===== src/rtl/pt_walker_pkg.sv =====
package pt_walker_pkg;

  typedef enum logic [1:0] {
    ST_IDLE       = 2'd0,
    ST_READ_DIR   = 2'd1,
    ST_READ_TABLE = 2'd2,
    ST_DONE       = 2'd3
  } walk_state_t;

  typedef enum logic [1:0] {
    CAUSE_NONE        = 2'd0,
    CAUSE_NOT_PRESENT = 2'd1,
    CAUSE_PROTECT     = 2'd2
  } fault_cause_t;

endpackage


===== src/rtl/pt_entry_addr.sv =====
// Entry address = table base + index scaled by entry size.
module pt_entry_addr #(
  parameter int ADDR_W      = 32,
  parameter int IDX_W       = 10,
  parameter int ENTRY_SHIFT = 2
) (
  input  logic [ADDR_W-1:0] base_i,
  input  logic [IDX_W-1:0]  idx_i,
  output logic [ADDR_W-1:0] addr_o
);
  logic [ADDR_W-1:0] scaled;

  generate
    if (ENTRY_SHIFT == 0) begin : g_unscaled
      assign scaled = ADDR_W'(idx_i);
    end else begin : g_scaled
      assign scaled = ADDR_W'({idx_i, {ENTRY_SHIFT{1'b0}}});
    end
  endgenerate

  assign addr_o = base_i + scaled;
endmodule


===== src/rtl/pt_entry_check.sv =====
// Decodes one fetched entry: permission check and address composition.
module pt_entry_check
  import pt_walker_pkg::*;
#(
  parameter int ENTRY_W     = 32,
  parameter int PA_W        = 32,
  parameter int TBL_IDX_W   = 10,
  parameter int PAGE_OFF_W  = 12,
  parameter int PRESENT_BIT = 0,
  parameter int WRITE_BIT   = 1,
  parameter int LARGE_BIT   = 7
) (
  input  logic [ENTRY_W-1:0]              entry_i,
  input  logic                            is_dir_i,
  input  logic                            write_i,
  input  logic [TBL_IDX_W+PAGE_OFF_W-1:0] low_va_i,
  output logic                            large_o,
  output logic                            fault_o,
  output fault_cause_t                    cause_o,
  output logic [PA_W-1:0]                 next_base_o,
  output logic [PA_W-1:0]                 small_pa_o,
  output logic [PA_W-1:0]                 large_pa_o
);
  localparam int LARGE_OFF_W   = TBL_IDX_W + PAGE_OFF_W;
  localparam int SMALL_FRAME_W = PA_W - PAGE_OFF_W;
  localparam int LARGE_FRAME_W = PA_W - LARGE_OFF_W;

  logic present;
  logic writable;

  assign present  = entry_i[PRESENT_BIT];
  assign writable = entry_i[WRITE_BIT];
  assign large_o  = is_dir_i && present && entry_i[LARGE_BIT];

  always_comb begin
    if (!present) begin
      cause_o = CAUSE_NOT_PRESENT;
    end else if (write_i && !writable) begin
      cause_o = CAUSE_PROTECT;
    end else begin
      cause_o = CAUSE_NONE;
    end
  end

  assign fault_o = (cause_o != CAUSE_NONE);

  assign next_base_o = {entry_i[ENTRY_W-1 -: SMALL_FRAME_W], {PAGE_OFF_W{1'b0}}};
  assign small_pa_o  = {entry_i[ENTRY_W-1 -: SMALL_FRAME_W], low_va_i[PAGE_OFF_W-1:0]};
  assign large_pa_o  = {entry_i[ENTRY_W-1 -: LARGE_FRAME_W], low_va_i[LARGE_OFF_W-1:0]};

  always_comb begin
    AST_PROTECT_NEEDS_PRESENT: assert (!(cause_o == CAUSE_PROTECT && !present));
  end
endmodule


===== src/rtl/pt_walker.sv =====
module pt_walker
  import pt_walker_pkg::*;
#(
  parameter int DIR_IDX_W   = 10,
  parameter int TBL_IDX_W   = 10,
  parameter int PAGE_OFF_W  = 12,
  parameter int PA_W        = 32,
  parameter int ENTRY_W     = 32,
  parameter int ENTRY_SHIFT = 2,
  parameter int PRESENT_BIT = 0,
  parameter int WRITE_BIT   = 1,
  parameter int LARGE_BIT   = 7
) (
  input  logic                                      clk,
  input  logic                                      rst,
  input  logic                                      req_valid,
  output logic                                      req_ready,
  input  logic [DIR_IDX_W+TBL_IDX_W+PAGE_OFF_W-1:0] req_vaddr,
  input  logic                                      req_write,
  input  logic [PA_W-1:0]                           dir_base,
  output logic                                      mem_rd_valid,
  output logic [PA_W-1:0]                           mem_rd_addr,
  input  logic                                      mem_rsp_valid,
  input  logic [ENTRY_W-1:0]                        mem_rsp_data,
  output logic                                      done_valid,
  output logic                                      done_fault,
  output logic [1:0]                                done_cause,
  output logic [PA_W-1:0]                           done_paddr,
  output logic [DIR_IDX_W+TBL_IDX_W+PAGE_OFF_W-1:0] done_vaddr
);
  localparam int VA_W        = DIR_IDX_W + TBL_IDX_W + PAGE_OFF_W;
  localparam int LARGE_OFF_W = TBL_IDX_W + PAGE_OFF_W;

  walk_state_t      state;
  logic [VA_W-1:0]  va_q;
  logic             wr_q;

  logic [PA_W-1:0]  dir_addr;
  logic [PA_W-1:0]  tbl_addr;
  logic [PA_W-1:0]  next_base;
  logic [PA_W-1:0]  small_pa;
  logic [PA_W-1:0]  large_pa;
  logic             chk_large;
  logic             chk_fault;
  fault_cause_t     chk_cause;

  logic             finish;
  logic             issue_tbl;
  logic [PA_W-1:0]  fin_pa;
  fault_cause_t     fin_cause;

  pt_entry_addr #(
    .ADDR_W(PA_W), .IDX_W(DIR_IDX_W), .ENTRY_SHIFT(ENTRY_SHIFT)
  ) u_dir_addr (
    .base_i(dir_base),
    .idx_i (req_vaddr[VA_W-1 -: DIR_IDX_W]),
    .addr_o(dir_addr)
  );

  pt_entry_addr #(
    .ADDR_W(PA_W), .IDX_W(TBL_IDX_W), .ENTRY_SHIFT(ENTRY_SHIFT)
  ) u_tbl_addr (
    .base_i(next_base),
    .idx_i (va_q[PAGE_OFF_W +: TBL_IDX_W]),
    .addr_o(tbl_addr)
  );

  pt_entry_check #(
    .ENTRY_W(ENTRY_W), .PA_W(PA_W), .TBL_IDX_W(TBL_IDX_W),
    .PAGE_OFF_W(PAGE_OFF_W), .PRESENT_BIT(PRESENT_BIT),
    .WRITE_BIT(WRITE_BIT), .LARGE_BIT(LARGE_BIT)
  ) u_check (
    .entry_i    (mem_rsp_data),
    .is_dir_i   (state == ST_READ_DIR),
    .write_i    (wr_q),
    .low_va_i   (va_q[LARGE_OFF_W-1:0]),
    .large_o    (chk_large),
    .fault_o    (chk_fault),
    .cause_o    (chk_cause),
    .next_base_o(next_base),
    .small_pa_o (small_pa),
    .large_pa_o (large_pa)
  );

  assign req_ready = (state == ST_IDLE);

  // Decide the outcome of the response sampled this cycle.
  always_comb begin
    finish    = 1'b0;
    issue_tbl = 1'b0;
    fin_pa    = '0;
    fin_cause = CAUSE_NONE;
    unique case (state)
      ST_READ_DIR: begin
        if (mem_rsp_valid) begin
          if (chk_fault) begin
            finish    = 1'b1;
            fin_cause = chk_cause;
          end else if (chk_large) begin
            finish = 1'b1;
            fin_pa = large_pa;
          end else begin
            issue_tbl = 1'b1;
          end
        end
      end
      ST_READ_TABLE: begin
        if (mem_rsp_valid) begin
          finish = 1'b1;
          if (chk_fault) begin
            fin_cause = chk_cause;
          end else begin
            fin_pa = small_pa;
          end
        end
      end
      default: ;
    endcase
  end

  always_ff @(posedge clk) begin
    if (rst) begin
      state        <= ST_IDLE;
      va_q         <= '0;
      wr_q         <= 1'b0;
      mem_rd_valid <= 1'b0;
      mem_rd_addr  <= '0;
      done_valid   <= 1'b0;
      done_fault   <= 1'b0;
      done_cause   <= CAUSE_NONE;
      done_paddr   <= '0;
      done_vaddr   <= '0;
    end else begin
      mem_rd_valid <= 1'b0;
      done_valid   <= 1'b0;
      unique case (state)
        ST_IDLE: begin
          if (req_valid) begin
            va_q         <= req_vaddr;
            wr_q         <= req_write;
            mem_rd_valid <= 1'b1;
            mem_rd_addr  <= dir_addr;
            state        <= ST_READ_DIR;
          end
        end
        ST_READ_DIR, ST_READ_TABLE: begin
          if (issue_tbl) begin
            mem_rd_valid <= 1'b1;
            mem_rd_addr  <= tbl_addr;
            state        <= ST_READ_TABLE;
          end else if (finish) begin
            done_valid <= 1'b1;
            done_fault <= (fin_cause != CAUSE_NONE);
            done_cause <= fin_cause;
            done_paddr <= fin_pa;
            done_vaddr <= va_q;
            state      <= ST_DONE;
          end
        end
        ST_DONE: state <= ST_IDLE;
        default: state <= ST_IDLE;
      endcase
    end
  end

  AST_ACCEPT_STARTS_READ: assert property (@(posedge clk) disable iff (rst)
    (req_valid && req_ready) |=> (mem_rd_valid && !req_ready));
  AST_READ_IS_PULSE: assert property (@(posedge clk) disable iff (rst)
    mem_rd_valid |=> !mem_rd_valid);
  AST_DONE_ONE_CYCLE: assert property (@(posedge clk) disable iff (rst)
    done_valid |=> (!done_valid && req_ready));
  AST_FAULT_ZERO_PA: assert property (@(posedge clk) disable iff (rst)
    (done_valid && done_fault) |-> (done_paddr == '0));
  AST_FAULT_HAS_CAUSE: assert property (@(posedge clk) disable iff (rst)
    done_valid |-> (done_fault == (done_cause != 2'd0)));
  AST_DONE_ON_RESPONSE: assert property (@(posedge clk) disable iff (rst)
    $rose(done_valid) |-> $past(mem_rsp_valid));
  AST_NO_READ_WHILE_DONE: assert property (@(posedge clk) disable iff (rst)
    done_valid |-> !mem_rd_valid);
endmodule


===== config.mk =====
export PLATFORM = sky130hd
export DESIGN_NAME = pt_walker
export DESIGN_NICKNAME = d
export VERILOG_FILES = /design/src/rtl/pt_walker_pkg.sv /design/src/rtl/pt_entry_addr.sv /design/src/rtl/pt_entry_check.sv /design/src/rtl/pt_walker.sv
export SDC_FILE = /design/constraint.sdc
export NUM_CORES = 1
export LEC_CHECK = 0
export CORE_MARGIN = 2
export CORE_UTILIZATION = 49
export CTS_CLUSTER_SIZE = 12
export DETAILED_ROUTE_END_ITERATION = 6
export HOLD_SLACK_MARGIN = 0.02
export PLACE_DENSITY = 0.76
export SLEW_MARGIN = 20
export SYNTH_ARGS = -nofsm -noshare
export SYNTH_HDL_FRONTEND = slang
export SYNTH_HIERARCHICAL = 1
export SYNTH_SLANG_ARGS = --single-unit

===== constraint.sdc =====
create_clock -name clk -period 5.2 [get_ports clk]
set_input_delay 1.04 -clock clk [delete_from_list [all_inputs] [get_ports clk]]
set_output_delay 1.04 -clock clk [all_outputs]
set_load 0.01 [all_outputs]

==> Word-level counts from Yosys, hierarchy flattened <==
Index checks and enable logic that the tools add are counted.
{ "totals": {"reg_bits": 136, "latchBits": 0, "n_memories": 0, "input_bits": 101, "word_cells": 65, "ram_bits": 0, "romBits": 0, "out_inout_bits": 102} }
{ "op_classes": {"shifts": 0, "n_lt_le_gt_ge": 0, "n_mul": 0, "n_addsub": 2, "n_reduce_logical": 14, "n_mux": 31, "n_eq_ne": 6, "div_mod_pow": 0, "bitwise_logic": 2} }
{ "op_table": {"columns": ["operator", "count"], "rows": [
  ["$mux W32", 7],
  ["$pmux W32 S2", 2],
  ["$add A32 B12 Y32", 2],
  ["$mux W2", 8],
  ["$mux W1", 11],
  ["$pmux W2 S3", 1],
  ["$reduce_and A3 Y1", 2],
  ["$reduce_bool A2 Y1", 3],
  ["$eq A2 B2 Y1 const B", 2],
  ["$pmux W1 S2", 2],
  ["$reduce_and A2 Y1", 2],
  ["$logic_and A1 B1 Y1", 3],
  ["$ne A3 B1 Y1 const B", 1],
  ["$reduce_or A3 Y1", 1],
  ["$eq A2 B1 Y1 const B", 1],
  ["$logic_not A2 Y1", 1],
  ["$ne A2 B1 Y1 const B", 1],
  ["$ne A2 B2 Y1 const B", 1],
  ["$not A1 Y1", 2],
  ["$reduce_or A2 Y1", 1],
  ["$logic_not A1 Y1", 1]
]} }

==> Longest topological paths before layout <==
{ "depth": {"word_depth": 11, "ltp_mapped": 13, "mapped_depth_nobuf": 12} }

==> Modules after synthesis <==
Netlist, hierarchy kept.
{ "modules_own_cells": {"columns": ["mod", "cells_per_inst", "area_each_um2", "n_inst"], "rows": [
  ["pt_walker", 708, 5999.5, 1],
  ["pt_entry_addr", 121, 879.6, 2],
  ["pt_entry_check", 102, 754.5, 1]
]} }

==> Least setup slack after synthesis <==
Ideal clock, no wire load.
{ "synth_timing": {"path_type": "in2reg", "start": "input dir_base[2]", "end": "register mem_rd_addr[18]", "cell_stages": 13, "path_buffers": 1, "slack_ns": 1.863, "arrival_ns": 3.192, "cell_sequence": "ha_1 -> inv_1 -> fa_1 -> and2b_1 -> o2111ai_1 -> a21oi_1 -> o41a_1 -> buf_6 -> nand4_1 -> xnor2_1 -> nor2b_1 -> a2111oi_0 -> a221oi_1"} }
{ "synth_between": {"elab_chain_len": 3} }
{ "synth_lines": {"columns": ["item", "line", "source"], "rows": [
  ["from (decl)", "pt_walker.sv:20", "input logic [PA_W-1:0] dir_base,"],
  ["$add A32 B12 Y32", "pt_entry_addr.sv:21", "assign addr_o = base_i + scaled;"],
  ["via dir_addr[18]", "pt_walker.sv:38", "logic [PA_W-1:0] dir_addr;"],
  ["$mux W32", "pt_walker.sv:138", "if (req_valid) begin"],
  ["$pmux W32 S2", "pt_walker.sv:136", "unique case (state)"],
  ["to (signal assigned)", "pt_walker.sv:142", "mem_rd_addr <= dir_addr;"],
  ["to (signal assigned)", "pt_walker.sv:149", "mem_rd_addr <= tbl_addr;"],
  ["to (decl)", "pt_walker.sv:22", "output logic [PA_W-1:0] mem_rd_addr,"]
]} }
The timed path passes the listed nets, and every way through them passes these cells. The select of a mux whose other input is x is not followed.
A chain may end at the register's enable or synchronous reset.

==> Worst setup path in the final report <==
{ "layout_timing": {"start": "input req_vaddr[22]", "end": "register mem_rd_addr[30]"} }
{ "layout_between": {"elab_chain_len": 3} }
{ "layout_lines": {"columns": ["item", "line", "source"], "rows": [
  ["from (decl)", "pt_walker.sv:18", "input logic [DIR_IDX_W+TBL_IDX_W+PAGE_OFF_W-1:0] req_vaddr,"],
  ["$add A32 B12 Y32", "pt_entry_addr.sv:21", null],
  ["via dir_addr[30]", "pt_walker.sv:38", null],
  ["$mux W32", "pt_walker.sv:138", null],
  ["$pmux W32 S2", "pt_walker.sv:136", null]
]} }
The timed path passes the listed nets, and every way through them passes these cells. The select of a mux whose other input is x is not followed.

==> reports/qor.yml <==
outcome: "complete, no violations"
yosysSeqAreaShare: 0.320
post_drt_wl_per_cell_um: 17.7
fin_tns_setup_ns: 0
grt_antenna_before_repair: 0
ys.flop_type: "dfxtp_1"
worst_setup_path_start_kind: "input port"
drtAntennaViolNets: 0
finalHoldWorstSlack_ns: 0.455
drt_pass1_iterations: 4
worst_ep_arrival_ns: 4.23
syn_to_final_growth_pct: 21.4
ys_warn_count: 6
routed-via-count: 7728
cts_tree: "done"
gr-total-overflow: 0
port_buffers: 193
fmax_ghz: 0.252
grt_pass1_vias: 7091
grt_pass1_wl_mm: 37.4
post_synth_inst_count: 1052
syn-cell-area_sq_mm: 0.00851
layout_min_cycle_time_ns: 3.97
cts-resized-gates: 0
setup_slack_ns: 1.23
cts-buffers-inserted: 17
final-max-slew-violation-count: 0
wl_mm: 23.6
final.setup_skew_ns: 0.0109
yosysMostFrequentCell: "dfxtp_1"
num-nets-final: 1227
die-area_sq_mm: 0.0184
cts-hold-fix-buffers: 0
critical_path.reg2reg.startpoint: "state[1]"
critical_path.max_fanout: 10
cts-htree-levels: 4
post_route_cells_drive_above_1_share: 0.0621
root_buffer: "clkbuf_16"
initial_core_util: 0.497
worst_pin_slew_ns: 0.877
final_core_utilization: 0.604
insertedDiodeCount: 0
report.power.total_w: 0.00403
die_height_um: 136
top_level_ports: 203
netlist_top_cells_count: "136 x dfxtp_1, 100 x buf_4, 88 x nand2_1"
drt_iter0_markers: 557
synth.ff_latch_count: 136
worst_setup_path_startpoint: "req_vaddr[22]"
clock_tree.buffer_depth: 2
hold_viol_final: 0
p_per_area_mw_per_mm2: 390
post_dr_vias_cell: 5.78
clock_latency_ns: 0.43
setup_fix_bufs_post_cts: 0
layout_worst_path_cycle_share: 0.763
replace_congestion: 0.880
final-setup-viol-count: 0
maxCapViolations: 0
detailedPlace.worstSlack_ns: 0.823
cp.required_ns: 5.46
path_class: "in2reg"
yosys-top-cells-area: "dfxtp_1 32%, buf_4 8.8%, a21oi_1 4.9%"
max_slew_margin: 0.415
async_flop_share: 0
vdd_ir_drop_max_mv: 0.316
total_leakage_power_nw: 3.60
grt_use_total: 0.255
drcViolationCount: 0
cts.sink_count: 136
chipWidth_um: 136
core_area_sq_mm: 0.0171
critical_path_capture_point_type: "register"
maximum_number_of_pins_on_one_net_before_global_route_repair: 82
netlist-cell-type-count: 52
placement_rows: 48
post-synth-top-area-cell: "dfxtp_1"
synth_top_area_share: 0.320
hold_path_startpoint: "va_q[22]"
hp-class: "reg2reg"
synth_enable_flop_cells: 0
rsz0062_at_grt: "no"
syn_avg_cell_area_sq_um: 8.09
hpwlAfterDp_mm: 16.1
clock_transition_at_the_registers_of_the_reported_paths_ns: 0.06
power breakdown:
group          internal, W  switching [W]  total (W)
registers          0.00120       0.000117    0.00132
clock network     0.000632       0.000502    0.00113
logic             0.000643       0.000938    0.00158
path summary, 6_finish.rpt:
check	slack, ns	cells past startpoint	to
worst min-delay path	0.45	2	va_q[22]
worst max register to register	2.16	7	done_vaddr[14]
worst min register to register	0.45	2	va_q[22]
worst max-delay path	1.23	13	mem_rd_addr[30]
final cells by class:
class / instances / area [sq um]
well taps: 225 / 282
flip-flops and latches: 136 / 2720
clock buffers: 18 / 439
clock inverters: 14 / 113
fillers: 1598 / 6790
inverters: 47 / 176
multi-input cells: 688 / 4530
repair buffers: 209 / 2070
cell usage in the layout, fill, tap and decap left out, types with 34 or more instances in the layout:
| master | count |
|---|---|
| a221oi_1 | 34 |
| o21ai_0 | 75 |
| clkdlybuf4s50_1 | 192 |
| nand3_1 | 44 |
| dfxtp_1 | 136 |
| a21oi_1 | 84 |
| inv_1 | 46 |
| nand2_1 | 88 |
| nand4_1 | 46 |
| nor2b_1 | 34 |
| nand2b_1 | 35 |
registers in the layout, indices dropped and copies added (netlist names):
signal / flops
done_paddr: 32
done_vaddr: 32
mem_rd_addr: 32
va_q: 32
done_cause: 2
state: 2
done_fault: 1
done_valid: 1
mem_rd_valid: 1
wr_q: 1
through the flow:
| stage | area (sq um) | instances |
|---|---|---|
| after floorplan | 8550 | 1063 |
| after global placement | 9750 | 1304 |
| after detailed placement | 9770 | 1305 |
| after CTS | 10300 | 1337 |
| after global routing | 10300 | 1337 |
| final | 10300 | 1337 |
routing by layer:
layer	part of all wire	track usage	vias up	wire, um
met5	0	0	-	0
met4	0.025	0.0885	0	601
met3	0.075	0.0619	48	1760
met2	0.46	0.407	274	11000
met1	0.44	0.338	3651	10300
li1	-	-	3755	-
cells by family (layout without fill, tap and decap cells):
| logic type | Yosys count | after routing | share of synthesized area |
|---|---|---|---|
| simple gates | 306 | 306 | 0.194 |
| other cells | 1 | 12 | 0.000440 |
| flops | 136 | 136 | 0.320 |
| buf+inv | 239 | 288 | 0.157 |
| fa+ha+maj | 27 | 27 | 0.0414 |
| compound gates | 289 | 289 | 0.232 |
| xor+xnor | 54 | 54 | 0.0556 |
worst max-delay path, cell delays in order:
cell	delay, ns
clkdlybuf4s50_1	0.49
ha_1	0.18
inv_1	0.06
fa_1	0.45
and2b_1	0.23
o2111ai_1	0.14
a21oi_1	0.18
o41a_1	0.45
nand4_1	0.18
xnor2_1	0.14
nor2b_1	0.12
a2111oi_0	0.43
a221oi_1	0.13
No activity file was read; power rests on OpenSTA's default activity.
